`src/rtl/irqc_pkg.sv`:
```
package irqc_pkg;

   // group codes
   localparam logic [1:0] GRP_A = 2'd0;
   localparam logic [1:0] GRP_B = 2'd1;
   localparam logic [1:0] GRP_C = 2'd2;

   localparam int unsigned GRP_COUNT = 3;

   // members of each group: first-listed wins when swap = 0
   localparam int unsigned GRP_FIRST  [GRP_COUNT] = '{5, 2, 1};
   localparam int unsigned GRP_SECOND [GRP_COUNT] = '{3, 0, 4};
   localparam int unsigned GRP_SWAPB  [GRP_COUNT] = '{5, 4, 3};

   typedef struct packed {
      logic       ok;
      logic [1:0] g0;
      logic [1:0] g1;
      logic [1:0] g2;
   } order_t;

   function automatic order_t order_of(input logic [2:0] code);
      order_t o;
      case (code)
         3'd1:    o = '{1'b1, GRP_C, GRP_A, GRP_B};
         3'd2:    o = '{1'b1, GRP_A, GRP_B, GRP_C};
         3'd3:    o = '{1'b1, GRP_A, GRP_C, GRP_B};
         3'd4:    o = '{1'b1, GRP_B, GRP_C, GRP_A};
         3'd5:    o = '{1'b1, GRP_C, GRP_B, GRP_A};
         3'd6:    o = '{1'b1, GRP_B, GRP_A, GRP_C};
         default: o = '{1'b0, GRP_A, GRP_A, GRP_A};
      endcase
      return o;
   endfunction

endpackage

```
`src/rtl/irqc_fall_sync.sv`:
```
module irqc_fall_sync #(
   parameter int unsigned DEPTH = 2
) (
   input  logic clk,
   input  logic rst_n,
   input  logic pin_n,
   output logic fall
);

   logic [DEPTH:0] chain_q;

   always_ff @(posedge clk or negedge rst_n) begin
      if (!rst_n) chain_q <= '1;
      else        chain_q <= {chain_q[DEPTH-1:0], pin_n};
   end

   assign fall = chain_q[DEPTH] & ~chain_q[DEPTH-1];

   // one falling edge yields a single-cycle event
   p_fall_single_r3: assert property (@(posedge clk) disable iff (!rst_n)
      fall |=> !fall);

endmodule

```
`src/rtl/irqc_pair_pick.sv`:
```
module irqc_pair_pick #(
   parameter int unsigned SRC_N  = 6,
   parameter int unsigned FIRST  = 0,
   parameter int unsigned SECOND = 1,
   localparam int unsigned IDXW  = $clog2(SRC_N)
) (
   input  logic [SRC_N-1:0] pend,
   input  logic             swap,
   output logic             any,
   output logic [IDXW-1:0]  idx
);

   logic p_first, p_second;

   assign p_first  = pend[FIRST];
   assign p_second = pend[SECOND];
   assign any      = p_first | p_second;

   always_comb begin
      if (swap) idx = p_second ? IDXW'(SECOND) : IDXW'(FIRST);
      else      idx = p_first  ? IDXW'(FIRST)  : IDXW'(SECOND);
   end

endmodule

```
`src/rtl/irqc_resolve.sv`:
```
module irqc_resolve
   import irqc_pkg::*;
#(
   parameter int unsigned SRC_N = 6,
   localparam int unsigned IDXW = $clog2(SRC_N)
) (
   input  logic [SRC_N-1:0] pend,
   input  logic [5:0]       prio,
   output logic             win_valid,
   output logic [IDXW-1:0]  win_idx
);

   logic [GRP_COUNT-1:0] g_any;
   logic [IDXW-1:0]      g_idx [GRP_COUNT];

   for (genvar g = 0; g < GRP_COUNT; g++) begin : g_pair
      irqc_pair_pick #(
         .SRC_N (SRC_N),
         .FIRST (GRP_FIRST[g]),
         .SECOND(GRP_SECOND[g])
      ) u_pick (
         .pend(pend),
         .swap(prio[GRP_SWAPB[g]]),
         .any (g_any[g]),
         .idx (g_idx[g])
      );
   end

   order_t     ord;
   logic [1:0] seq [GRP_COUNT];

   always_comb begin
      ord       = order_of(prio[2:0]);
      seq[0]    = ord.g0;
      seq[1]    = ord.g1;
      seq[2]    = ord.g2;
      win_valid = 1'b0;
      win_idx   = '0;
      if (ord.ok) begin
         // lowest slot evaluated last so it overrides
         for (int s = GRP_COUNT - 1; s >= 0; s--) begin
            if (g_any[seq[s]]) begin
               win_valid = 1'b1;
               win_idx   = g_idx[seq[s]];
            end
         end
      end
   end

endmodule

```
`src/rtl/irqc_top.sv`:
```
module irqc_top #(
   parameter int unsigned SRC_N      = 6,
   parameter int unsigned EXT_LINES  = 4,
   parameter int unsigned SYNC_DEPTH = 2,
   localparam int unsigned IDXW      = $clog2(SRC_N),
   localparam int unsigned MASK_W    = SRC_N + 2
) (
   input  logic                 clk,
   input  logic                 rst_n,
   input  logic [EXT_LINES-1:0] ext_irq_n,
   input  logic [SRC_N-1:0]     int_set,
   input  logic                 sample_stb,
   input  logic                 ei_op,
   input  logic                 di_op,
   input  logic                 reti_op,
   input  logic                 mask_wr,
   input  logic [MASK_W-1:0]    mask_wdata,
   input  logic                 prio_wr,
   input  logic [5:0]           prio_wdata,
   input  logic [SRC_N-1:0]     req_clr,
   output logic                 irq_take,
   output logic [IDXW-1:0]      irq_vec,
   output logic [SRC_N-1:0]     req_state,
   output logic [MASK_W-1:0]    mask_state
);

   if (SRC_N != 6) begin : g_bad_src
      $error("irqc_top: the pair priority scheme needs exactly six sources");
   end
   if (EXT_LINES > SRC_N) begin : g_bad_ext
      $error("irqc_top: more pins than sources");
   end
   if (SYNC_DEPTH < 1) begin : g_bad_sync
      $error("irqc_top: synchroniser depth must be at least one");
   end

   logic [SRC_N-1:0] ext_set, set_v, pend_v, grant_oh;
   logic [SRC_N-1:0] req_q, en_q;
   logic [5:0]       prio_q;
   logic             armed_q, gie_q, take_q, grant, win_valid;
   logic [IDXW-1:0]  win_idx, vec_q;

   for (genvar i = 0; i < SRC_N; i++) begin : g_src
      if (i < EXT_LINES) begin : g_pin
         irqc_fall_sync #(.DEPTH(SYNC_DEPTH)) u_sync (
            .clk  (clk),
            .rst_n(rst_n),
            .pin_n(ext_irq_n[i]),
            .fall (ext_set[i])
         );
      end else begin : g_nopin
         assign ext_set[i] = 1'b0;
      end
   end

   assign set_v  = ext_set | int_set;
   assign pend_v = req_q & en_q;

   irqc_resolve #(.SRC_N(SRC_N)) u_res (
      .pend     (pend_v),
      .prio     (prio_q),
      .win_valid(win_valid),
      .win_idx  (win_idx)
   );

   assign grant    = sample_stb & gie_q & win_valid;
   assign grant_oh = grant ? (SRC_N'(1) << win_idx) : '0;

   always_ff @(posedge clk or negedge rst_n) begin
      if (!rst_n) begin
         armed_q <= 1'b0;
         req_q   <= '0;
      end else begin
         if (ei_op) armed_q <= 1'b1;
         if (!armed_q) req_q <= '0;
         else          req_q <= (req_q | set_v) & ~req_clr & ~grant_oh;
      end
   end

   always_ff @(posedge clk or negedge rst_n) begin
      if (!rst_n) begin
         gie_q  <= 1'b0;
         en_q   <= '0;
         prio_q <= '0;
      end else begin
         if (mask_wr) en_q   <= mask_wdata[SRC_N-1:0];
         if (prio_wr) prio_q <= prio_wdata;
         if (grant)                gie_q <= 1'b0;
         else if (di_op)           gie_q <= 1'b0;
         else if (ei_op | reti_op) gie_q <= 1'b1;
         else if (mask_wr)         gie_q <= mask_wdata[MASK_W-1];
      end
   end

   always_ff @(posedge clk or negedge rst_n) begin
      if (!rst_n) begin
         take_q <= 1'b0;
         vec_q  <= '0;
      end else begin
         take_q <= grant;
         if (grant) vec_q <= win_idx;
      end
   end

   assign irq_take   = take_q;
   assign irq_vec    = vec_q;
   assign req_state  = req_q;
   assign mask_state = {gie_q, 1'b0, en_q};

   // a take always follows a sampling strobe
   p_take_after_strobe_r7: assert property (@(posedge clk) disable iff (!rst_n)
      take_q |-> $past(sample_stb));

   // the grant drops the global enable
   p_take_drops_gie_r10: assert property (@(posedge clk) disable iff (!rst_n)
      take_q |-> !gie_q);

   // the serviced request is no longer pending
   p_take_clears_req_r10: assert property (@(posedge clk) disable iff (!rst_n)
      take_q |-> !req_q[vec_q]);

   // only an enabled source under an open global enable is granted
   p_take_enabled_r12: assert property (@(posedge clk) disable iff (!rst_n)
      take_q |-> ($past(en_q[win_idx]) && $past(gie_q)));

   // reserved ordering codes never yield a grant
   p_reserved_r8: assert property (@(posedge clk) disable iff (!rst_n)
      take_q |-> ($past(prio_q[2:0]) != 3'd0 && $past(prio_q[2:0]) != 3'd7));

   // nothing is pending before the first enable operation
   p_frozen_r2: assert property (@(posedge clk) disable iff (!rst_n)
      !armed_q |=> $past(req_state) == '0);

endmodule

```
`config.mk`:
```
export PLATFORM = sky130hd
export DESIGN_NAME = irqc_top
export DESIGN_NICKNAME = d
export VERILOG_FILES = /design/src/rtl/irqc_pkg.sv /design/src/rtl/irqc_fall_sync.sv /design/src/rtl/irqc_pair_pick.sv /design/src/rtl/irqc_resolve.sv /design/src/rtl/irqc_top.sv
export SDC_FILE = /design/constraint.sdc
export NUM_CORES = 1
export LEC_CHECK = 0
export BUFFER_PORTS_ARGS = -buffer_cell sky130_fd_sc_hd__buf_2
export CORE_ASPECT_RATIO = 0.9
export CORE_UTILIZATION = 51
export DETAILED_ROUTE_END_ITERATION = 7
export PLACE_DENSITY = 0.79
export SYNTH_ARGS = -nofsm -noshare
export SYNTH_HDL_FRONTEND = slang
export SYNTH_SLANG_ARGS = --single-unit
```
`constraint.sdc`:
```
create_clock -name clk -period 3.22 [get_ports clk]
set_clock_uncertainty 0.2 [all_clocks]
set_input_delay 0.644 -clock clk [delete_from_list [all_inputs] [get_ports clk]]
set_output_delay 0.644 -clock clk [all_outputs]
set_load 0.005 [all_outputs]
```
==> reports/results.ini, run 1 <==
[route]
wl_per_cell_um=15.8
dr.pass1.iters=4
dr_total_vias=1608
drt_iter0_drc=153
route.detailed.drc=0
drt-total-wl_um=4290
antenna_left=0
viasPerCell=5.93

[global_route]
grt_overflow=0
first_global_vias=1435
grt_max_degree=37
antenna_found_initial=0
grt_use_total=0.245
grt_pass1_wl_um=6980

[yosys]
syn_nets=211
ys_seq_area_frac=0.489
synth_area_per_cell_um2=10.8
ys_seq_elements=36
yosysWarnings=0
netlist_instances=173
ys_async_sr_fraction=1.00
synth_flop_cell=dfrtp_1
syn_area_mm2=0.00187
synth_edf_count=0
synth_cell_types=49

[cts]
cts.path.max_buffers=2
cts_buffers=5
clockRootBuffer=clkbuf_8
post_cts_resized=0
cts_tree=done
clk_pin_slew_worst_paths_ns=0.07
ctsHoldBuffers=0
clk_latency_ns=0.29
clock-sinks=36
cts_max_level=2
cts_setup_buffers=0

[finish]
finalNonFillerCells=271
final_common_cell=buf_2
drive_above_1_share=0.423
area_growth_pct=21.4
nets=264
fin_area_mm2=0.00228
post-route-util=0.659
antenna_cells=0
most-common-layout-cells=53 x buf_2, 24 x dfrtp_1, 13 x mux2_2, 12 x dfstp_2

[flow_run]
maxCapViolCount=0

[setup_path]
cp_max_fo=20
crit_path_end_kind=flip-flop
worstPathRequired_ns=3.25
arrival_ns=2.86
crit_type=flip-flop to flip-flop
cp-start-kind=flip-flop

[floorplanning]
rows=20
initial_core_util=0.543
fp.dieW_um=65.9
ios=56
die_h_um=59.5
die_area_mm2=0.00392
core-area_mm2=0.00345

[sta]
rsz0062_at_grt=false
setup_tns_ns=0
setup_viol=0
fmax_ghz=0.353
worstMarginPinSlew_ns=0.749
drv_slew=0
hold_viol=0
min_period_ns=2.83
slew_headroom=0.501
finalCritPeriodShare=0.879
fin_ws_ns=0.390

[power]
vdd_drop_max_mv=0.358
powerDensity_mw_per_mm2=546
power.leakage_nw=1.01

[place]
dp_hpwl_um=3150
io_buffers=53
dpl_cell_area_mm2=0.00216
dp_cells=263
place_congestion=0.931
preCtsSetupSlack_ns=0.450

[outcome]
status=finished, final reports clean

[min_path]
min_path_type=flip-flop to flip-flop

-- worst max-delay path, stage by stage (launching register included) --
cell and delay [ns]:
dfrtp_1 0.69, nor2b_1 0.21, a22o_1 0.30, a2111oi_4 0.41, o21ai_1 0.16, a311oi_2 0.54, mux2_2 0.25
-- routing by layer --
layer  vias up  share of wire  GRT usage
li1        758              -          -
met3         7          0.065     0.0615
met4         0          0.012     0.0839
met2        66           0.45      0.350
met5         -              0          0
met1       777           0.47      0.361
-- power breakdown --
part	internal [W]	switching, W	leakage (nW)
combinational	0.000141	0.000150	0.542
clock	0.000229	0.000164	0.0541
sequential	0.000507	0.0000528	0.415
-- layout make-up --
class                           instances  area [um2]
Timing Repair Buffer                   56         288
Multi-Input combinational cell        118         872
Clock buffer                            5        68.8
Inverter                                9        33.8
Clock inverter                          3        42.5
Tap cell                               44        55.1
Fill cell                             281        1180
Sequential cell                        36         916
-- worst paths after layout --
| check | start | endpoint | slack, ns | cells after the start |
|---|---|---|---|---|
| worst min register to register | g_src[1].g_pin.u_sync.chain_q[0] | g_src[1].g_pin.u_sync.chain_q[1] | 0.16 | 0 |
| worst max register to register | prio_q[2] | irq_vec[1] | 0.39 | 6 |
| max in group asynchronous | rst_n | en_q[5] | 2.13 | 1 |
| worst max-delay path | prio_q[2] | irq_vec[1] | 0.39 | 6 |
| min in group asynchronous | rst_n | prio_q[4] | 0.21 | 1 |
| worst min-delay path | g_src[1].g_pin.u_sync.chain_q[0] | g_src[1].g_pin.u_sync.chain_q[1] | 0.16 | 0 |
-- cells in the mapped netlist, types with 3 or more instances --
| library cell | count | area share |
|---|---|---|
| buf_4 | 3 | 0.012 |
| a22o_1 | 4 | 0.019 |
| mux2_2 | 13 | 0.078 |
| inv_1 | 9 | 0.018 |
| dfrtp_1 | 24 | 0.32 |
| a21oi_1 | 7 | 0.019 |
| a21boi_0 | 3 | 0.012 |
| o211ai_1 | 5 | 0.020 |
| nor3_1 | 3 | 0.0080 |
| buf_2 | 3 | 0.0080 |
| nand3_1 | 4 | 0.011 |
| or2_2 | 3 | 0.010 |
| dfstp_2 | 12 | 0.17 |
| clkbuf_1 | 4 | 0.0080 |
| a211oi_1 | 5 | 0.020 |
| nor2b_1 | 6 | 0.020 |
| o21ai_0 | 9 | 0.024 |
| o22ai_1 | 3 | 0.010 |
| nor2_1 | 7 | 0.014 |
| nand2_1 | 6 | 0.012 |
| nor3b_1 | 3 | 0.012 |
-- sequential cells by signal (all words and copies together), names as in the netlist --
register / count
prio_q: 6
gie_q: 1
irq_take: 1
irq_vec: 3
armed_q: 1
req_state: 6
en_q: 6
g_src.g_pin.u_sync.chain_q: 12
-- metrics by stage --
stage,power (W),hold slack [ns]
after floorplan,0.000744,0.145
after global placement,0.000851,0.146
after detailed placement,0.000855,0.148
after CTS,0.00125,0.158
after global routing,0.00131,0.161
final,0.00124,0.157
-- cells by family after synthesis --
logic type      synth area share
other cells              0.00200
simple gates               0.115
flops                      0.489
compound gates             0.260
mux                       0.0888
buf+inv                   0.0461
(Power assumes the default switching activity.)
==> run 2: changes to the inputs <==
--- a/config.mk
+++ b/config.mk
@@ -5,11 +5,13 @@
 export SDC_FILE = /design/constraint.sdc
 export NUM_CORES = 1
 export LEC_CHECK = 0
+export ABC_AREA = 1
 export BUFFER_PORTS_ARGS = -buffer_cell sky130_fd_sc_hd__buf_2
 export CORE_ASPECT_RATIO = 0.9
-export CORE_UTILIZATION = 51
+export CORE_UTILIZATION = 53
+export CTS_BUF_LIST = sky130_fd_sc_hd__clkbuf_2 sky130_fd_sc_hd__clkbuf_4 sky130_fd_sc_hd__clkbuf_8
 export DETAILED_ROUTE_END_ITERATION = 7
-export PLACE_DENSITY = 0.79
+export PLACE_DENSITY = 0.82
 export SYNTH_ARGS = -nofsm -noshare
 export SYNTH_HDL_FRONTEND = slang
 export SYNTH_SLANG_ARGS = --single-unit
==> run 2 against run 1 <==
Against the previous run:
- critical path depth is 3 higher
- largest power group unchanged
- die area shrank 4.7%
- synthesized area down 1.1%
==> reports/results.ini, run 2 <==
[yosys]
synth_edf_count=0
synth_top_family_by_area=simple AND/OR/NAND/NOR gates
yosysMostFrequentCell=nand2_1
syn_area_mm2=0.00185
syn_nets=256
synth_compound_area_frac=0.107
synth_flop_cell=dfrtp_1
ys_async_sr_fraction=1.00
ys_seq_area_frac=0.494
yosys.area.top_type_share=0.324
yosys.area_share.adder=0
netlist_instances=218
yosys-top-cells-count=62 x nand2_1, 27 x nor2_1, 24 x dfrtp_1
yosysTopAreaCell=dfrtp_1
synthTopCellsByArea=dfrtp_1 32%, dfstp_2 17%, nand2_1 13%
synthXorXnorAreaFrac=0
ys_seq_elements=36
synth-simple-area-share=0.332
yosysWarnings=0
synth_area_per_cell_um2=8.50
synth_cell_types=32
synth_mux_area_frac=0.00608

[route]
drt_iter0_drc=93
wl_per_cell_um=12.9
route.detailed.drc=0
dr_total_vias=1634
drt-total-wl_um=4090
dr.pass1.iters=4
viasPerCell=5.17
antenna_left=0

[finish]
largest_register_ffs=12
most-common-layout-cells=62 x nand2_1, 53 x buf_2, 27 x nor2_1, 24 x dfrtp_1, 16 x inv_1
area_growth_pct=22.1
antenna_cells=0
final_common_cell=nand2_1
top_register=g_src.g_pin.u_sync.chain_q
nets=311
drive_above_1_share=0.372
post-route-util=0.711

[cts]
cts.path.max_buffers=2
clk_latency_ns=0.29
cts_tree=done
post_cts_resized=0
cts_setup_buffers=0
cts_buffers=5
clockRootBuffer=clkbuf_8
cts_max_level=2
clk_pin_slew_worst_paths_ns=0.07
ctsHoldBuffers=0
clock-sinks=36

[floorplanning]
fp.dieW_um=64.3
core-area_mm2=0.00319
rows=19
ios=56
die_h_um=58.1
initial_core_util=0.582
die_area_mm2=0.00374

[setup_path]
crit_family=compound AO/OA/AOI/OAI gates
crit_type=flip-flop to flip-flop
critical_path_buf_inv_count=0
arrival_ns=2.11
crit_chain=nand2_1 -> o21ai_0 -> nand2_1 -> o21ai_0 -> nand3_1 -> a21oi_1 -> nand2_1 -> nor2_1 -> nor2_1
critPathSlowestCell=o21ai_0
worstPathRequired_ns=3.19
cp-start-kind=flip-flop
crit_top_cell=nand2_1
cp_max_fo=5
crit_path_end_kind=flip-flop
critical_path.max_stage_delay_ns=0.54

[sta]
rsz0062_at_grt=false
worstMarginPinSlew_ns=0.768
fmax_ghz=0.469
min_period_ns=2.13
setup_viol=0
drv_slew=0
setup_tns_ns=0
hold_viol=0
slew_headroom=0.488
finalCritPeriodShare=0.663

[power]
vdd_drop_max_mv=0.350
powerDensity_mw_per_mm2=571
power.leakage_nw=1.18

[global_route]
antenna_found_initial=0
grt_pass1_wl_um=6710
first_global_vias=1506
grt_max_degree=37
grt_overflow=0
grt_use_total=0.241

[place]
io_buffers=53
place_congestion=0.878
dp_hpwl_um=2990

[flow_run]
maxCapViolCount=0

[outcome]
status=finished, final reports clean

[min_path]
min_path_type=flip-flop to flip-flop

==> run 2: final timing paths <==
| check | startpoint | depth (start not counted) | slack [ns] | endpoint |
|---|---|---|---|---|
| max | req_state[1] | 9 | 1.09 | req_state[1] |
| min | g_src[3].g_pin.u_sync.chain_q[0] | 0 | 0.16 | g_src[3].g_pin.u_sync.chain_q[1] |
| max reg2reg | req_state[1] | 9 | 1.09 | req_state[1] |
| min reg2reg | g_src[3].g_pin.u_sync.chain_q[0] | 0 | 0.16 | g_src[3].g_pin.u_sync.chain_q[1] |
| max in group asynchronous | rst_n | 1 | 2.11 | gie_q |
| min in group asynchronous | rst_n | 1 | 0.23 | en_q[5] |
==> run 2: area by class of cell <==
class	count	area, um2
Inverter	20	75.1
Tap cell	42	52.6
Multi-Input combinational cell	157	828
Fill cell	258	922
Sequential cell	36	916
Timing Repair Buffer	53	265
Clock inverter	1	30.0
Clock buffer	7	96.3
==> run 2: through the flow <==
| step | hold slack [ns] | area, um2 | setup slack, ns | std cells | total power (W) |
|---|---|---|---|---|---|
| final | 0.156 | 2260 | 1.09 | 316 | 0.00129 |
| after global routing | 0.166 | 2260 | 0.834 | 316 | 0.00135 |
| after CTS | 0.158 | 2260 | 1.17 | 316 | 0.00130 |
| after detailed placement | 0.148 | 2140 | 1.20 | 308 | 0.000860 |
| after global placement | 0.145 | 2140 | 1.21 | 308 | 0.000852 |
| after floorplan | 0.145 | 1850 | 1.46 | 218 | 0.000760 |
==> run 2: routing by layer <==
metal,vias to the layer above,wire length [um],GRT usage
li1,804,-,-
met1,765,1860,0.325
met2,58,1940,0.382
met3,7,225,0.0610
met4,0,62,0.0825
met5,-,0,0
==> run 2: worst reg2reg max path: stages (launching register included) <==
cell and delay (ns):
dfrtp_1 0.40, nand2_1 0.08, o21ai_0 0.54, nand2_1 0.15
o21ai_0 0.12, nand3_1 0.13, a21oi_1 0.16, nand2_1 0.08
nor2_1 0.12, nor2_1 0.05
==> run 2: logic make-up (layout without fill, tap and decap cells) <==
group           count (synthesis)  after routing
compound gates                 30             30
buf+inv                        25             81
flops                          36             36
mux                             1              1
other cells                     1              1
simple gates                  125            125
==> run 2: power breakdown <==
part           switching (W)  internal (W)
Sequential         0.0000361      0.000508
Clock               0.000159      0.000273
Combinational       0.000192      0.000124
